<file path="config.mk">
export PLATFORM = sky130hd
export DESIGN_NAME = gfx_regport
export DESIGN_NICKNAME = d
export VERILOG_FILES = /design/src/rtl/gfx_regport.sv
export SDC_FILE = /design/constraint.sdc
export NUM_CORES = 2
export LEC_CHECK = 0
export BUFFER_PORTS_ARGS = -buffer_cell sky130_fd_sc_hd__buf_2
export CAP_MARGIN = 0
export CELL_PAD_IN_SITES_DETAIL_PLACEMENT = 1
export CELL_PAD_IN_SITES_GLOBAL_PLACEMENT = 1
export CORE_ASPECT_RATIO = 0.7
export CORE_MARGIN = 5
export CORE_UTILIZATION = 54
export DETAILED_ROUTE_END_ITERATION = 12
export PLACE_DENSITY = 0.87
export RECOVER_POWER = 25
export SYNTH_ARGS = -nofsm -noshare
export SYNTH_HDL_FRONTEND = slang
export SYNTH_SLANG_ARGS = --single-unit
</file>
<file path="constraint.sdc">
create_clock -name clk -period 17.3 [get_ports clk]
set_input_delay 5.19 -clock clk [delete_from_list [all_inputs] [get_ports clk]]
set_output_delay 5.19 -clock clk [all_outputs]
set_load 0.02 [all_outputs]
</file>
<file path="src/rtl/gfx_regport.sv">
module gfx_regport #(
  parameter int          MAX_WIDTH     = 2368,
  parameter int          MAX_HEIGHT    = 1770,
  parameter int          RESET_WIDTH   = 640,
  parameter int          RESET_HEIGHT  = 480,
  parameter int          RESET_BPP     = 32,
  parameter int          SCRATCH_WORDS = 16,
  parameter logic [31:0] QUEUE_BYTES   = 32'h0001_0000,
  parameter int          MIN_SPAN      = 10240
) (
  input  logic        clk,
  input  logic        rst_n,
  input  logic        wr_en,
  input  logic        rd_en,
  input  logic [1:0]  addr,
  input  logic [31:0] wdata,
  output logic [31:0] rdata,
  input  logic [31:0] q_min,
  input  logic [31:0] q_max,
  input  logic [31:0] q_next,
  input  logic [31:0] q_stop,
  input  logic        queue_empty,
  input  logic        hw_cursor,
  output logic        enable,
  output logic        config_ok,
  output logic        cursor_visible,
  output logic [15:0] mode_width,
  output logic [15:0] mode_height,
  output logic [5:0]  mode_bpp
);

  localparam logic [31:0] VER_BASE = 32'h9000_0000;
  localparam logic [31:0] VER_NEW  = VER_BASE | 32'd2;
  localparam int SEL_VER   = 0;
  localparam int SEL_EN    = 1;
  localparam int SEL_W     = 2;
  localparam int SEL_H     = 3;
  localparam int SEL_MAXW  = 4;
  localparam int SEL_MAXH  = 5;
  localparam int SEL_DEPTH = 6;
  localparam int SEL_BPP   = 7;
  localparam int SEL_PITCH = 12;
  localparam int SEL_CAPS  = 17;
  localparam int SEL_CFG   = 20;
  localparam int SEL_SYNC  = 21;
  localparam int SEL_BUSY  = 22;
  localparam int SEL_CID   = 24;
  localparam int SEL_CX    = 25;
  localparam int SEL_CY    = 26;
  localparam int SEL_CON   = 27;
  localparam logic [31:0] PAL_LO = 32'd1024;
  localparam logic [31:0] PAL_HI = 32'd1791;
  localparam logic [31:0] SCR_LO = 32'd1792;
  localparam logic [31:0] SCR_HI = SCR_LO + 32'(SCRATCH_WORDS);
  localparam int SCR_AW = $clog2(SCRATCH_WORDS);

  logic [31:0] index_q;
  logic [31:0] version_q;
  logic        busy_q;
  logic [31:0] cur_id_q, cur_x_q, cur_y_q;
  logic [31:0] scratch_q [SCRATCH_WORDS];

  wire val_wr   = wr_en && (addr == 2'd1);
  wire sel_wr   = wr_en && (addr == 2'd0);
  wire in_pal   = (index_q >= PAL_LO) && (index_q <= PAL_HI);
  wire in_scr   = (index_q >= SCR_LO) && (index_q < SCR_HI);
  wire [31:0] scr_off = index_q - SCR_LO;
  wire [SCR_AW-1:0] scr_sel = scr_off[SCR_AW-1:0];

  wire ver_ok = (wdata == VER_BASE) || (wdata == (VER_BASE | 32'd1)) ||
                (wdata == VER_NEW);
  wire bpp_ok = (wdata == 32'd8) || (wdata == 32'd16) ||
                (wdata == 32'd24) || (wdata == 32'd32);
  wire hdr_aligned = ((q_min | q_max | q_next | q_stop) & 32'd3) == 32'd0;
  wire hdr_ok = hdr_aligned && (q_max <= QUEUE_BYTES) &&
                ({1'b0, q_max} >= ({1'b0, q_min} + 33'(MIN_SPAN)));
  wire sync_wr = val_wr && (index_q == 32'(SEL_SYNC));

  wire [31:0] depth_rd = (mode_bpp == 6'd32) ? 32'd24 : 32'(mode_bpp);
  wire [31:0] pitch_rd = (32'(mode_bpp) * 32'(mode_width)) >> 3;
  wire [31:0] caps_rd  = 32'h3 | (hw_cursor ? 32'hE0 : 32'h0);

  always_ff @(posedge clk) begin
    if (!rst_n) begin
      index_q        <= '0;
      version_q      <= VER_NEW;
      enable         <= 1'b0;
      config_ok      <= 1'b0;
      cursor_visible <= 1'b0;
      mode_width     <= 16'(RESET_WIDTH);
      mode_height    <= 16'(RESET_HEIGHT);
      mode_bpp       <= 6'(RESET_BPP);
      cur_id_q       <= '0;
      cur_x_q        <= '0;
      cur_y_q        <= '0;
    end else begin
      if (sel_wr) index_q <= wdata;
      if (val_wr) begin
        case (index_q)
          32'(SEL_VER): if (ver_ok) version_q <= wdata;
          32'(SEL_EN):  enable <= wdata[0];
          32'(SEL_W):   if (wdata <= 32'(MAX_WIDTH)) mode_width <= wdata[15:0];
          32'(SEL_H):   if (wdata <= 32'(MAX_HEIGHT)) mode_height <= wdata[15:0];
          32'(SEL_BPP): if (bpp_ok) mode_bpp <= wdata[5:0];
          32'(SEL_CFG): begin
            if (wdata == 32'd0) config_ok <= 1'b0;
            else if (hdr_ok)    config_ok <= 1'b1;
          end
          32'(SEL_CID): cur_id_q <= wdata;
          32'(SEL_CX):  cur_x_q  <= wdata;
          32'(SEL_CY):  cur_y_q  <= wdata;
          32'(SEL_CON): begin
            if (wdata == 32'd1)      cursor_visible <= 1'b1;
            else if (wdata == 32'd0) cursor_visible <= 1'b0;
          end
          default: ;
        endcase
      end
    end
  end

  always_ff @(posedge clk) begin
    if (!rst_n)           busy_q <= 1'b0;
    else if (sync_wr)     busy_q <= 1'b1;
    else if (queue_empty) busy_q <= 1'b0;
  end

  always_ff @(posedge clk) begin
    if (!rst_n) begin
      for (int i = 0; i < SCRATCH_WORDS; i++) scratch_q[i] <= '0;
    end else if (val_wr && in_scr) begin
      scratch_q[scr_sel] <= wdata;
    end
  end

  logic [31:0] value_rd;
  always_comb begin
    value_rd = '0;
    if (in_scr) value_rd = scratch_q[scr_sel];
    else if (!in_pal) begin
      case (index_q)
        32'(SEL_VER):   value_rd = version_q;
        32'(SEL_EN):    value_rd = {31'd0, enable};
        32'(SEL_W):     value_rd = 32'(mode_width);
        32'(SEL_H):     value_rd = 32'(mode_height);
        32'(SEL_MAXW):  value_rd = 32'(MAX_WIDTH);
        32'(SEL_MAXH):  value_rd = 32'(MAX_HEIGHT);
        32'(SEL_DEPTH): value_rd = depth_rd;
        32'(SEL_BPP):   value_rd = 32'(mode_bpp);
        32'(SEL_PITCH): value_rd = pitch_rd;
        32'(SEL_CAPS):  value_rd = caps_rd;
        32'(SEL_CFG):   value_rd = {31'd0, config_ok};
        32'(SEL_BUSY):  value_rd = {31'd0, busy_q};
        32'(SEL_CID):   value_rd = cur_id_q;
        32'(SEL_CX):    value_rd = cur_x_q;
        32'(SEL_CY):    value_rd = cur_y_q;
        32'(SEL_CON):   value_rd = {31'd0, cursor_visible};
        default:        value_rd = '0;
      endcase
    end
  end

  always_ff @(posedge clk) begin
    if (!rst_n) rdata <= '0;
    else if (rd_en) begin
      case (addr)
        2'd0:    rdata <= index_q;
        2'd1:    rdata <= value_rd;
        2'd2:    rdata <= '0;
        default: rdata <= 32'hFFFF_FFFF;
      endcase
    end
  end

endmodule


</file>
[Yosys cells after proc, flatten, opt, wreduce, memory -nomap -nowiden]
Memories as Yosys holds them, arrays and structs flattened.
Cells that the tools add are included.
Word-level totals
  bits in registers: 234
  bits in latches: 0
  memory bits (writable): 512
  ROM bits: 0
  bits of input ports: 168
  output and inout port bits: 73
  word-level logic and storage cells: 105
  memories: 1
Operators by class
  add/sub/neg operators: 2
  multipliers: 1
  divide/modulo/power cells: 0
  order comparisons: 8
  equality and inequality tests: 27
  shift-type cells: 0
  mux-type cells: 19
  bitwise logic cells: 3
  reductions and logical operators: 31
Memories
  scratch_q: words 16, width 32, read ports 1, clocked after Yosys merged registers in 0, wr ports 16, line 61  | logic [31:0] scratch_q [SCRATCH_WORDS];
Operators with widths (number)
  32-bit one-hot mux with 16 select lines: 1
  32-bit by 5-bit equality test with 1-bit output (second input constant): 10
  32-bit by 3-bit equality test with 1-bit output (second input constant): 4
  32-bit equality test (second input constant): 3
  32-bit zero test: 3
  32-bit 2-to-1 mux: 3
  32-bit one-hot mux with 3 select lines: 1
  32-bit by 1-bit equality test with 1-bit output (second input constant): 2
  32-bit by 2-bit equality test with 1-bit output (second input constant): 2
  32-bit by 4-bit equality test with 1-bit output (second input constant): 2
  32-bit by 11-bit >= comparator with 1-bit output (second input constant): 2
  32-bit by 11-bit less-or-equal comparator with 1-bit output (second input constant): 2
  32-bit by 14-bit adder with 33-bit output (second input constant): 1
  32-bit by 33-bit >= comparator with 1-bit output: 1
  32-bit by 6-bit equality test with 1-bit output (second input constant): 1
  32-bit by 12-bit less-or-equal comparator with 1-bit output (second input constant): 1
  32-bit by 17-bit less-or-equal comparator with 1-bit output (second input constant): 1
  32-bit by 11-bit less-than comparator with 1-bit output (second input constant): 1
  32-bit OR reduction: 1
  6-bit by 16-bit multiplier with 22-bit output: 1
  3-bit AND reduction: 6
  1-bit 2-to-1 mux: 11
  1-bit logical AND: 8
  8-bit 2-to-1 mux: 1
  11 further kinds: 22

[Logic depth before layout (Yosys ltp)]
  depth after elaboration: 8
  mapped depth: 18
  gate-level depth less buffers: 15

[Worst setup path after synthesis]
Ideal clock, no wire load.
  kind: input port to flip-flop
  start point: input addr[0]
  end point: memory scratch_q[11][0] (enable)
  library setup time: 0.466 ns
  arrival time: 8.619 ns
  data required time: 16.834 ns
  slack: 8.215 ns
  stages: 7
  path buffers: 2
  path through: nor2b_1 and2_1 clkbuf_1 and3_1 buf_2 nand3_4 o21ai_0
RTL lines
  start, declared: line 15  | input logic [1:0] addr,
  end, declared: line 61

==> summary.md <==
The run gives 7 as the first-pass iteration count of the detailed router. The initial antenna violation count was 10; the post-route clock period utilization was 60.9%. The critical path contains buffers and inverters numbering 2 combined.

Timing would allow up to 94.9 MHz. In this run the remaining antenna-violating nets after routing total 0. The tools report the count of final max-slew check failures as 264. The number of clock sinks was 750. Subtracting the final worst setup slack from the clock period gives 10.53 ns.

The share of synthesized area in the top cell type comes to 40.6%. For the final routed database, the setup TNS stands at 0 ns. Of all flip-flops after synthesis, the portion carrying an async set or reset was 0%. In this run the vertical extent of the chip is 232 um. After detailed routing, the number of remaining DRC violations is 0. In the post-synthesis netlist, the biggest area contributors are sky130_fd_sc_hd__edfxtp_1 (41%), sky130_fd_sc_hd__dfxtp_1 (13%), sky130_fd_sc_hd__and2_1 (9.7%), sky130_fd_sc_hd__mux4_2 (9.3%), sky130_fd_sc_hd__nand2_1 (3.8%). After clock tree synthesis, the clock-pin slew on the worst setup and hold paths is 0.06 ns. Element type at the critical path end: a flop. Transition at the pin with the smallest max-transition slack: 3.08 ns. In the synthesized netlist the dominant register cell turns out to be sky130_fd_sc_hd__edfxtp_1.

Max-cap violations in this run came to 8. In this design, the largest share of critical-path delay is due to simple AND/OR/NAND/NOR gates. Detailed placement ended at an HPWL of 82.5 mm. The run gives 17.58 ns as the required time at the endpoint of the critical path. Dividing the detail-routed via count by the number of cells gives 6.66. The number of warnings reported in the yosys synthesis log is 0.

The flow ran to the end, but the final reports show violations. Most area-hungry cell type in the Yosys netlist: sky130_fd_sc_hd__edfxtp_1. The number of nets produced by synthesis was 3464. The run gives 132 mm as the routed wire length.

The first global-routing pass estimated 194 mm of wire. Entering global routing, the biggest net connects 87 pins. Compared with the post-synthesis result, the final layout area differs by 9.72%. The post-cts sizing count was 0; the critical path's largest stage delay was 1.48 ns.

The total area inside the core boundary comes to 69700 sq um. For the total number of H-tree levels, the log shows 3. The run gives 0 as the hold buffer count at cts. The peak fanout along the critical path was 34; the register bit count reported by yosys was 750. The routability-driven placement congestion ratio is 0.981, and the final number of setup-violating endpoints is 0. For the worst-skew pair, the clock arrives at the later sink with an insertion delay of 0.65 ns.

The pre-CTS setup slack came out at 7.79 ns. For this design the ratio of total power to cell area is 91.7 nW/um^2. The die covers 75700 sq um.

The share of the Yosys chip area taken by registers is 53.1%. The number of input and output port buffers inserted was 180. Across every metal layer, demand over resource in global routing totals 34.5%. The horizontal die dimension was 327 um. Each instance of the synthesized netlist takes up on average 11.9 sq um. The ratio of cells with drive above 1 in the final layout was 14.5%; the synthesized area was 37900 sq um. STA classifies the critical path startpoint as a primary input. In this run, synthesis inferred 512 flip-flops with an integrated enable. The tools report the hold violation total from the final report as 0.

TritonCTS built the clock tree. STA puts the critical path data arrival time at 10.81 ns. The smallest setup slack after layout came out at 6.77 ns. The type of the worst setup path was in -> reg. The number of clock buffers added by TritonCTS is 73. Synthesis instantiated 81 different standard cells from the library. The number of setup buffers added after CTS is 0.

The number of top-level pins is 241, and the highest ir drop seen on vdd is 0.0671 mV. The routed layout has 27900 vias. The number of DRC violations after detailed-routing iteration 0 was 3821; the number of core rows was 81. The run gives 41600 sq um as the post-route standard cell area excluding fillers. The tightest min-delay check is of the reg -> reg type. Once the floorplan was initialized, standard cells occupied 54.3% of the core. The average wire per cell in the routed design is 31.4 um. After the last flow step, the layout net total stands at 3505. Among all stages on the critical path, the largest delay is contributed by sky130_fd_sc_hd__and3_1. The critical path goes through clkbuf_1 > nor2b_1 > and2_0 > and3_1 > nand2_2 > o21ai_4 > buf_4. The via count of the first global-routing pass is 29700. Synthesis produced 3176 cells. Measured against its own limit, the worst slew margin works out to -106%. In this run the cell area measured after placement is 39500 sq um. The longest clock path from root to sink contains 3 buffers. In this run the static leakage power is 15.3 nW.

On the final layout, the worst clock skew is 0.0211 ns. The checks that failed: max-capacitance violations, max-slew violations. Cell chosen for the clock root: sky130_fd_sc_hd__clkbuf_16.

The final standard cell utilization of the core was 59.6%. Global routing finished with a remaining overflow of 0. Setup repair after global routing left no endpoint under its margin.
metal layers:
metal | track usage [%] | wire length, um
met1 | 46.0 | 50000
met2 | 55.4 | 61300
met3 | 8.45 | 14700
met4 | 12.9 | 5520
met5 | 0 | 12
worst reg2reg max path, stage by stage (launching register included):
cell	delay, ns
sky130_fd_sc_hd__dfxtp_1	0.44
sky130_fd_sc_hd__nor4_2	0.55
sky130_fd_sc_hd__nand4_2	0.75
sky130_fd_sc_hd__nor4_4	0.51
sky130_fd_sc_hd__and3_1	1.43
sky130_fd_sc_hd__nand2_2	0.68
sky130_fd_sc_hd__o21ai_4	0.64
sky130_fd_sc_hd__buf_4	0.51
cell families (layout without fill, tap and decap cells):
kind of cell / count (synthesis) / in the layout / synth area share (%)
other: 0 / 3 / 0
multiplexers: 193 / 193 / 10.3
XOR/XNOR: 29 / 29 / 0.670
buffers and inverters: 364 / 464 / 3.83
flip-flops: 750 / 750 / 53.1
AND/OR/NAND/NOR: 1263 / 1263 / 18.4
adder cells (fa/ha/maj): 120 / 120 / 5.09
AO/OA/AOI/OAI: 457 / 457 / 8.60
registers in the layout, summed over array words and instances (netlist names), named ones only:
register / flops
version_q: 32
config_ok: 1
cursor_visible: 1
busy_q: 1
index_q: 32
cur_id_q: 32
mode_height: 16
scratch_q: 512
mode_width: 16
mode_bpp: 6
cur_x_q: 32
cur_y_q: 32
rdata: 32
enable: 1
final timing paths:
path	endpoint	cells after the start	slack, ns	from
hold / removal	rdata[31]	1	0.45	rdata[31]
hold reg to reg	rdata[31]	1	0.45	rdata[31]
setup reg to reg	scratch_q[6][1]	7	11.36	index_q[11]
setup / recovery	scratch_q[6][1]	7	6.77	addr[0]
power by group:
part / internal [mW] / leakage [nW] / total (mW) / switching (mW)
combinational: 0.0862 / 7.06 / 0.275 / 0.189
clock: 0.834 / 1.08 / 1.55 / 0.719
sequential: 1.96 / 7.20 / 1.98 / 0.0257
total: 2.88 / 15.3 / 3.81 / 0.934
cell usage in the layout (no fill, tap or decap), types with 53 or more instances in the layout:
master / Yosys / routed
sky130_fd_sc_hd__a21boi_0: 134 / 134
sky130_fd_sc_hd__a21oi_1: 67 / 67
sky130_fd_sc_hd__and2_1: 585 / 562
sky130_fd_sc_hd__buf_2: 49 / 105
sky130_fd_sc_hd__clkbuf_1: 200 / 106
sky130_fd_sc_hd__clkbuf_16: 0 / 74
sky130_fd_sc_hd__dfxtp_1: 238 / 234
sky130_fd_sc_hd__edfxtp_1: 512 / 512
sky130_fd_sc_hd__fa_1: 57 / 57
sky130_fd_sc_hd__ha_1: 63 / 63
sky130_fd_sc_hd__inv_1: 97 / 97
sky130_fd_sc_hd__mux4_2: 156 / 156
sky130_fd_sc_hd__nand2_1: 383 / 383
sky130_fd_sc_hd__o21ai_0: 64 / 53
cells in the mapped netlist (28+ instances only):
cell type,n
sky130_fd_sc_hd__fa_1,57
sky130_fd_sc_hd__mux2i_1,36
sky130_fd_sc_hd__dfxtp_1,238
sky130_fd_sc_hd__mux4_2,156
sky130_fd_sc_hd__edfxtp_1,512
sky130_fd_sc_hd__nand2_1,383
sky130_fd_sc_hd__a21boi_0,134
sky130_fd_sc_hd__ha_1,63
sky130_fd_sc_hd__nor2b_1,35
sky130_fd_sc_hd__nand3_1,28
sky130_fd_sc_hd__a21oi_1,67
sky130_fd_sc_hd__and3_1,51
sky130_fd_sc_hd__o21ai_0,64
sky130_fd_sc_hd__buf_2,49
sky130_fd_sc_hd__inv_1,97
sky130_fd_sc_hd__and2_1,585
sky130_fd_sc_hd__clkbuf_1,200
sky130_fd_sc_hd__nor2_1,44
layout make-up:
type | count | area [sq um]
fill | 7028 | 28100
sequential | 750 | 20100
multi-input combinational | 2062 | 16500
clock buffer | 106 | 2020
timing repair buffer | 232 | 1200
tap | 913 | 1140
inverter | 98 | 368
clock inverter | 28 | 200
antenna | 3 | 7.51
metrics by stage:
step                      power (mW)  cells  hold WS (ns)
after global placement          2.27   4055         0.422
final                           3.81   4192         0.455
after detailed placement        2.29   4055         0.435
after CTS                       3.81   4189         0.449
after global routing            3.91   4190         0.474
after floorplan                 2.17   3176         0.410
Power figures use the tool's default switching activity.
